--- config.mk ---
export PLATFORM = sky130hd
export DESIGN_NAME = odd_half_duty_div
export DESIGN_NICKNAME = d
export VERILOG_FILES = /design/src/rtl/odd_half_duty_div.sv
export SDC_FILE = /design/constraint.sdc
export NUM_CORES = 1
export LEC_CHECK = 0
export BUFFER_PORTS_ARGS = -buffer_cell sky130_fd_sc_hd__buf_2
export CAP_MARGIN = 15
export CORE_AREA = 5 5 42 44
export DETAILED_ROUTE_END_ITERATION = 8
export DIE_AREA = 0 0 47 49
export PLACE_DENSITY_LB_ADDON = 0.25
export SYNTH_ARGS = -nofsm -noshare
export SYNTH_HDL_FRONTEND = slang
export SYNTH_SLANG_ARGS = --single-unit
export TNS_END_PERCENT = 5
--- constraint.sdc ---
create_clock -name clk_in -period 1.35 [get_ports clk_in]
set_clock_uncertainty 0.15 [all_clocks]
set_input_delay 0.0675 -clock clk_in [delete_from_list [all_inputs] [get_ports clk_in]]
set_output_delay 0.0675 -clock clk_in [all_outputs]
set_load 0.1 [all_outputs]
--- src/rtl/odd_half_duty_div.sv ---
`timescale 1ns/1ps
module odd_half_duty_div (
  input  logic       clk_in,
  input  logic       rst_n,
  output logic       clk_div,
  output logic [2:0] phase
);
  localparam int STAGES = 3;

  logic [STAGES-1:0] rise_q, fall_q;
  logic [STAGES-1:0] nxt, on_rise;

  assign phase = rise_q ^ fall_q;

  assign nxt[0] = ~phase[2];
  assign nxt[1] =  phase[0];
  assign nxt[2] =  phase[1];

  assign on_rise[0] =  phase[1];
  assign on_rise[1] = ~phase[2];
  assign on_rise[2] = ~phase[0];

  always_ff @(posedge clk_in or negedge rst_n)
    if (!rst_n) rise_q <= '0;
    else for (int i = 0; i < STAGES; i++)
      if (on_rise[i]) rise_q[i] <= nxt[i] ^ fall_q[i];

  always_ff @(negedge clk_in or negedge rst_n)
    if (!rst_n) fall_q <= '0;
    else for (int i = 0; i < STAGES; i++)
      if (!on_rise[i]) fall_q[i] <= nxt[i] ^ rise_q[i];

  assign clk_div = phase[0];

  AST_NO_SPLIT_POS: assert property (@(posedge clk_in) disable iff (!rst_n)
    phase != 3'b010 && phase != 3'b101);
  AST_NO_SPLIT_NEG: assert property (@(negedge clk_in) disable iff (!rst_n)
    phase != 3'b010 && phase != 3'b101);
  AST_POS_STEP_A: assert property (@(posedge clk_in) disable iff (!rst_n)
    phase == 3'b001 |=> phase == 3'b111);
  AST_POS_STEP_B: assert property (@(posedge clk_in) disable iff (!rst_n)
    phase == 3'b111 |=> phase == 3'b100);
  AST_POS_STEP_C: assert property (@(posedge clk_in) disable iff (!rst_n)
    phase == 3'b100 |=> phase == 3'b001);
  AST_NEG_STEP_A: assert property (@(negedge clk_in) disable iff (!rst_n)
    phase == 3'b000 |=> phase == 3'b011);
  AST_NEG_STEP_B: assert property (@(negedge clk_in) disable iff (!rst_n)
    phase == 3'b011 |=> phase == 3'b110);
  AST_NEG_STEP_C: assert property (@(negedge clk_in) disable iff (!rst_n)
    phase == 3'b110 |=> phase == 3'b000);
endmodule

==> flow_summary.json, run 1 <==
{
  "die_w_um": 47,
  "vias": 271,
  "port_buffers": 5,
  "finalNonFillerCells": 65,
  "wl_per_cell_um": 12.8,
  "drt-total-wl_um": 829,
  "root_buffer": "clkbuf_4",
  "start_util_pct": 29.5,
  "r2r_start": "fall_q[1]",
  "criticalPathCategory": "reg -> out",
  "antenna_cells": 0,
  "ys_seq_area_share_pct": 36.4,
  "cts_tree": "yes",
  "cts_sinks": 6,
  "worst-path-max-fanout": 3,
  "drv_cap": 0,
  "hold_viol_final": 0,
  "arrival_ns": 1.95,
  "grt_max_degree": 7,
  "rr_worst_depth": 3,
  "layout-drive-gt1-share_pct": 75.5,
  "rows": 14,
  "synth_area_per_cell_um2": 16.5,
  "grt_pass1_vias": 316,
  "antenna_found_initial": 0,
  "synth.area.top_cells": "xor3_1, dfrtn_1, dfrtp_1",
  "drc": 0,
  "drt-pass1-iter-count": 2,
  "max-slew-margin-rel_pct": 87.1,
  "place_area_um2": 663,
  "area_growth_pct": 84.5,
  "reg2reg_slack_ns": -0.81,
  "power_leakage_nw": 0.363,
  "synth_seq_cells": 6,
  "track_usage_pct": 9.01,
  "setup_slack_ns": -0.817,
  "preCtsSetupSlack_ns": -0.752,
  "rr_endpoint": "rise_q[2]",
  "cts_buffers": 3,
  "ios": 6,
  "syn_inst": 25,
  "violations": "negative setup slack",
  "yosysTopAreaCell": "xor3_1",
  "rsz0062_at_grt": "yes",
  "drt_iter0_drc": 4,
  "cts.htree.levels": 1,
  "startpoint": "fall_q[0]",
  "ys_types": 9,
  "nets": 52,
  "floorplan.core_area_um2": 1400,
  "required_ns": 1.13,
  "finalSetupViolations": 10,
  "min_path_type": "in -> async",
  "dieHeight_um": 49,
  "endpoint_kind": "output pin",
  "postLayoutCellArea_um2": 762,
  "via_per_inst": 4.17,
  "cts.reportedPaths.clkPinSlew_ns": 0.05,
  "routabilityCongestion": 0.751,
  "dieArea_um2": 2300,
  "cp-endpoint": "phase[0]",
  "grt_pass1_wl_um": 1370,
  "syn_nets": 27,
  "detailed_place_hpwl_um": 626,
  "clock_latency_ns": 0.26,
  "tightest_slew_ns": 0.193,
  "ant_nets": 0,
  "cp-start-kind": "flop",
  "netlist.area_leader.share_pct": 23.0,
  "placed_cells": 55,
  "clockBufferDepth": 2,
  "gr-total-overflow": 0,
  "netlist_area_um2": 413,
  "powerDensity_nw_per_um2": 486,
  "ys.warnings.count": 0,
  "ir_drop_mv": 0.344,
  "status": "complete, but fails checks",
  "slew_viol_final": 0
}
## worst max-delay path, cell delays in order, from the launching register on
cell	delay (ns)
dfrtn_1	0.50
xor2_4	0.21
buf_6	0.14
buf_12	0.16
## worst min-delay path by stage
stage | from | to | cells past startpoint
3_3_place_gp | rst_n | rise_q[1] | 1
3_5_place_dp | rst_n | rise_q[1] | 1
2_1_floorplan | rst_n | rise_q[0] | 0
6_report | rst_n | rise_q[1] | 2
5_1_grt | rst_n | rise_q[0] | 2
4_1_cts | rst_n | rise_q[1] | 2
## timing repair
item                                    in CTS  in global routing
setup buffers                                5                  0
pin swaps                                    4                  1
endpoints found under the setup margin      10                 10
hold buffers                                 1                  0
gates resized for setup                      4                  4
hold endpoints to repair                     3                  0
## routing by layer
layer	global-route usage [%]	vias up	part of all wire, %	wire length, µm
li1	-	129	-	-
met1	9.68	137	38	312
met2	14.7	5	57	474
met3	2.58	0	5.1	42
met4	5.53	0	0	0
met5	0	-	0	0
## cells by family (layout without fill, tap and decap cells)
logic type | Yosys count | in the layout | share of synthesized area, %
DFF | 6 | 6 | 36.4
xor gates and xnor gates | 9 | 9 | 40.3
muxes | 6 | 6 | 16.4
buffers and inverters | 4 | 28 | 6.97
## state kept, by name, summed over array words and instances, names as in the netlist
name    flops
fall_q      3
rise_q      3
## through the flow
stage | util, % | hold slack, ns | total power [mW] | setup TNS [ns]
final | 54.4 | 0.0220 | 0.370 | -7.78
after global routing | 54.4 | 0.0505 | 0.391 | -8.20
after CTS | 53.7 | 0.0249 | 0.382 | -7.92
after detailed placement | 47.3 | -0.247 | 0.189 | -7.11
after global placement | 47.3 | -0.251 | 0.188 | -6.85
after floorplan | - | -0.378 | 0.184 | -10.19
## cells in the final DEF, fill, tap and decap left out
master	count
buf_4	11
buf_6	6
buf_12	5
xor3_1	4
mux2_2	4
xor2_4	3
clkbuf_4	3
dfrtn_1	3
mux2_4	2
xnor3_1	2
dfrtp_2	2
clkbuf_1	1
dlygate4sd3_1	1
buf_2	1
dfrtp_1	1
## Yosys cell counts, drive strengths merged
master	count
buf	4
dfrtn	3
dfrtp	3
mux2	6
xnor3	2
xor2	3
xor3	4
## cell type report
cell class                      count  area, µm²
Fill cell                         120        639
Clock buffer                        4       26.3
Sequential cell                     6        153
Multi-Input combinational cell     15        298
Timing Repair Buffer               24        265
Tap cell                           16       20.0
## power by group
group	switching, mW	internal [mW]
Combinational	0.00386	0.00294
Sequential	0	0.181
Clock	0.0707	0.112
(Power assumes the default switching activity.)
==> run 2: changes to the inputs <==
--- a/config.mk
+++ b/config.mk
@@ -11,6 +11,7 @@
 export DETAILED_ROUTE_END_ITERATION = 8
 export DIE_AREA = 0 0 47 49
 export PLACE_DENSITY_LB_ADDON = 0.25
+export RECOVER_POWER = 25
 export SYNTH_ARGS = -nofsm -noshare
 export SYNTH_HDL_FRONTEND = slang
 export SYNTH_SLANG_ARGS = --single-unit
==> flow_summary.json, run 2 (same netlist as run 1, synthesis figures left out) <==
{
  "grt_pass1_wl_um": 1370,
  "area_growth_pct": 84.2,
  "grt_max_degree": 7,
  "drv_cap": 0,
  "rsz0062_at_grt": "yes",
  "ant_nets": 0,
  "reg.largest.list": "fall_q: 3 flops, rise_q: 3 flops",
  "drt-pass1-iter-count": 2,
  "ir_drop_mv": 0.344,
  "cts_buffers": 3,
  "power_leakage_nw": 0.360,
  "crit_family": "flip-flops",
  "detailed_place_hpwl_um": 626,
  "slew_viol_final": 0,
  "powerDensity_nw_per_um2": 486,
  "start_util_pct": 29.5,
  "drc": 0,
  "die_w_um": 47,
  "floorplan.core_area_um2": 1400,
  "finalNonFillerCells": 65,
  "final_common_cell": "buf_4",
  "port_buffers": 5,
  "layout-drive-gt1-share_pct": 73.5,
  "root_buffer": "clkbuf_4",
  "finalSetupViolations": 10,
  "violations": "negative setup slack",
  "track_usage_pct": 9.01,
  "routabilityCongestion": 0.751,
  "cts.htree.levels": 1,
  "cts.reportedPaths.clkPinSlew_ns": 0.05,
  "clock_latency_ns": 0.26,
  "setup_slack_ns": -0.817,
  "wl_per_cell_um": 12.7,
  "gr-total-overflow": 0,
  "worst-path-max-fanout": 3,
  "required_ns": 1.13,
  "criticalPathCategory": "reg -> out",
  "rows": 14,
  "cp_slowest_cell": "dfrtn_1",
  "path_buf_inv": 2,
  "max-slew-margin-rel_pct": 76.8,
  "via_per_inst": 4.17,
  "nets": 52,
  "cts_tree": "yes",
  "endpoint_kind": "output pin",
  "cp-start-kind": "flop",
  "crit_chain": "xor2_4, buf_6, buf_12",
  "tns_ns": -7.78,
  "grt_pass1_vias": 316,
  "drt-total-wl_um": 827,
  "antenna_found_initial": 0,
  "ios": 6,
  "tightest_slew_ns": 0.348,
  "dieArea_um2": 2300,
  "placed_cells": 55,
  "vias": 271,
  "hold_viol_final": 0,
  "cts_sinks": 6,
  "clockBufferDepth": 2,
  "antenna_cells": 0,
  "slowest_delay_ns": 0.50,
  "drt_iter0_drc": 4,
  "arrival_ns": 1.95,
  "status": "complete, but fails checks",
  "final_cell_mix": "buf_4, buf_6, buf_12",
  "min_path_type": "in -> async",
  "dieHeight_um": 49
}
==> run 2: cell count changes in the layout (fill, tap and decap cells not counted) <==
cell / before / now
clkbuf_1: 1 / 2
buf_2: 1 / 0
==> run 2: through the flow <==
stage          util, %  power, mW  hold slack (ns)  cell area, µm²  worst slack, ns
4_1_cts           53.7      0.382           0.0249             752           -0.832
3_3_place_gp      47.3      0.188           -0.251             663           -0.735
2_1_floorplan        -      0.184           -0.378             480            -1.18
5_1_grt           54.3      0.390            0.139             761           -0.868
3_5_place_dp      47.3      0.189           -0.247             663           -0.752
6_report          54.3      0.370           0.0799             761           -0.817
==> run 2: final timing paths <==
| kind | from | end | slack (ns) | cells after the start |
|---|---|---|---|---|
| setup / recovery | fall_q[0] | phase[0] | -0.82 | 3 |
| hold / removal | rst_n | rise_q[1] | 0.08 | 2 |
| setup reg to reg | fall_q[1] | rise_q[2] | -0.81 | 3 |
| hold reg to reg | fall_q[1] | fall_q[1] | 0.45 | 2 |
| max in group asynchronous | rst_n | fall_q[2] | 0.13 | 2 |
| min in group clk_in | fall_q[1] | fall_q[1] | 0.45 | 2 |
==> run 2: where the power goes <==
part / switching, mW / total (mW) / internal, mW
clock: 0.0707 / 0.183 / 0.112
combinational: 0.00387 / 0.00637 / 0.00250
sequential: 0 / 0.181 / 0.181
total: 0.0745 / 0.370 / 0.296
==> run 2: metal layers <==
metal	part of all wire, %	global-route usage (%)	routed length [µm]	up-vias
met5	0	0	0	-
met4	0	5.53	0	0
met3	5.1	2.58	42	0
met2	57	14.7	474	5
met1	37	9.68	310	137
li1	-	-	-	129
==> run 2: cell type report <==
class	count	area (µm²)
clock buffer	4	26.3
sequential	6	153
multi-input combinational	15	298
tap	16	20.0
fill	119	641
timing repair buffer	24	264
==> run 2: repair_timing <==
action                     CTS  global route
hold endpoints to repair     3             0
gates resized for setup      4             4
pin swaps                    4             1
hold buffers                 1             0
setup buffers                5             0
setup endpoints to repair   10            10
==> run 3: changes to the inputs <==
--- a/config.mk
+++ b/config.mk
@@ -5,9 +5,11 @@
 export SDC_FILE = /design/constraint.sdc
 export NUM_CORES = 1
 export LEC_CHECK = 0
+export ABC_AREA = 1
 export BUFFER_PORTS_ARGS = -buffer_cell sky130_fd_sc_hd__buf_2
 export CAP_MARGIN = 15
 export CORE_AREA = 5 5 42 44
+export CTS_BUF_LIST = sky130_fd_sc_hd__clkbuf_4 sky130_fd_sc_hd__clkbuf_8
 export DETAILED_ROUTE_END_ITERATION = 8
 export DIE_AREA = 0 0 47 49
 export PLACE_DENSITY_LB_ADDON = 0.25
==> flow_summary.json, run 3 <==
{
  "status": "complete, but fails checks",
  "violations": "negative setup slack",
  "yosysTopAreaCell": "nand3_1",
  "cts_sinks": 6,
  "grt_most_used_layer": "met2",
  "synth_area_per_cell_um2": 6.65,
  "drt_iter0_drc": 9,
  "die_w_um": 47,
  "placed_cells": 89,
  "endpoint_kind": "output pin",
  "track_usage_pct": 11.9,
  "rsz0062_at_grt": "yes",
  "floorplan.core_area_um2": 1400,
  "syn_nets": 63,
  "port_buffers": 5,
  "cts_tree": "yes",
  "criticalPathCategory": "reg -> out",
  "netlist_area_um2": 405,
  "antenna_found_initial": 0,
  "finalSetupViolations": 10,
  "cts.htree.levels": 1,
  "required_ns": 1.13,
  "finalNonFillerCells": 100,
  "arrival_ns": 1.81,
  "setup_slack_ns": -0.677,
  "hold_viol_final": 0,
  "final_common_cell": "nand3_1",
  "crit_chain": "nand2_2, nand2_8, buf_12",
  "multi_input_area_um2": 297,
  "grtUsageMet3_pct": 3.32,
  "ys_types": 7,
  "synthAdderAreaFrac_pct": 0,
  "synth.area.top_cells": "nand3_1, nand2_1, dfrtn_1",
  "grtUsageMet2_pct": 18.1,
  "synth_top_flop_cell": "dfrtp_1",
  "slowest_delay_ns": 0.47,
  "grt_pass1_vias": 458,
  "layout-drive-gt1-share_pct": 51.2,
  "grt_max_degree": 7,
  "totalPowerFinal_uw": 391,
  "vias": 464,
  "use_met1_pct": 14.3,
  "root_buffer": "clkbuf_4",
  "finish.utilization_pct": 51.4,
  "ys.warnings.count": 0,
  "ir_drop_mv": 0.373,
  "synth_top_family_by_area": "simple AND/OR/NAND/NOR gates",
  "nFillCells": 132,
  "synth_xor_area_share_pct": 0,
  "start_util_pct": 28.9,
  "synth_mux_area_share_pct": 0,
  "cts.reportedPaths.clkPinSlew_ns": 0.05,
  "worst-path-max-fanout": 4,
  "tightest_slew_ns": 0.365,
  "drt-pass1-iter-count": 4,
  "synth_edf_count": 0,
  "final_cell_mix": "nand3_1, nand2_1, buf_4",
  "ys_seq_area_share_pct": 37.0,
  "synth_seq_cells": 6,
  "via_per_inst": 4.64,
  "min_path_type": "in -> async",
  "async_flop_share_pct": 100,
  "area_growth_pct": 77.8,
  "cts_buffers": 3,
  "slew_viol_final": 0,
  "clockBufferDepth": 2,
  "tns_ns": -5.86,
  "clock_latency_ns": 0.26,
  "ff_latch_area_um2": 153,
  "detailed_place_hpwl_um": 828,
  "synth_compound_area_share_pct": 0,
  "antenna_cells": 0,
  "drv_cap": 0,
  "cp-start-kind": "flop",
  "grt_pass1_wl_um": 1930,
  "syn_inst": 61,
  "netlist.area_leader.share_pct": 22.2,
  "wl_per_cell_um": 10.6,
  "reg.largest.list": "fall_q: 3 flops, rise_q: 3 flops",
  "nets": 87,
  "drc": 0,
  "ant_nets": 0,
  "drt-total-wl_um": 1060,
  "synth.most_common_cell": "nand2_1",
  "power_leakage_nw": 0.366,
  "whs_ns": 0.0866,
  "gr-total-overflow": 0,
  "synthTopCellsByCount": "nand2_1, nand3_1, nand2_2",
  "dieHeight_um": 49,
  "dieArea_um2": 2300,
  "cp_slowest_cell": "dfrtn_1",
  "routabilityCongestion": 0.717,
  "synth_simple_gate_area_share_pct": 55.6,
  "ios": 6,
  "powerDensity_nw_per_um2": 542,
  "max-slew-margin-rel_pct": 75.6,
  "rows": 14
}
==> run 3: stage by stage <==
| step | instance area (µm²) | worst slack (ns) |
|---|---|---|
| 3_5_place_dp | 609 | -0.483 |
| 6_report | 721 | -0.677 |
| 5_1_grt | 721 | -0.737 |
| 4_1_cts | 714 | -0.676 |
| 3_3_place_gp | 609 | -0.484 |
| 2_1_floorplan | 464 | -0.550 |
==> run 3: report_power, final <==
part	leakage, nW	switching [mW]	total, mW	internal (mW)
Clock	0.0184	0.0710	0.203	0.132
Combinational	0.272	0.00403	0.00652	0.00249
Sequential	0.0759	0	0.181	0.181
==> run 3: path summary, 6_finish.rpt <==
path	from	endpoint	slack [ns]	cells after the start
hold / removal	rst_n	rise_q[0]	0.09	2
hold reg to reg	fall_q[0]	fall_q[0]	0.47	3
setup reg to reg	rise_q[0]	fall_q[2]	-0.60	6
min in group clk_in	fall_q[0]	fall_q[0]	0.47	3
setup / recovery	fall_q[2]	phase[2]	-0.68	3
max in group asynchronous	rst_n	fall_q[1]	0.12	2
==> run 3: layout make-up <==
cell class / count / area share (%)
clock buffers: 4 / 4.17
well taps: 16 / 2.78
multi-input cells: 48 / 41.1
repair buffers: 20 / 27.6
inverters: 6 / 3.13
flip-flops and latches: 6 / 21.2
==> run 3: cells by family (layout without fill, tap and decap cells) <==
kind of cell,after synthesis,after routing
flip-flops,6,6
AND/OR/NAND/NOR,48,48
buffers and inverters,7,30
==> run 3: critical path, delay by kind of cell, from the launching register on <==
family        cells  cell delay (ns)
flops             1             0.47
buf+inv           1             0.17
simple gates      2             0.24
==> run 3: per-layer routing <==
metal  routed length (µm)  part of all wire, %  up-vias
li1                     -                    -      242
met1                  476                   45      201
met2                  502                   47       14
met3                   46                  4.3        7
met4                   35                  3.3        0
met5                    0                    0        -
==> run 3: timing repair <==
item	4_1_cts	5_1_grt
hold endpoints to repair	3	0
pin swaps	4	2
setup endpoints to repair	10	10
hold buffers	1	0
setup buffers	5	1
gates resized for setup	8	0
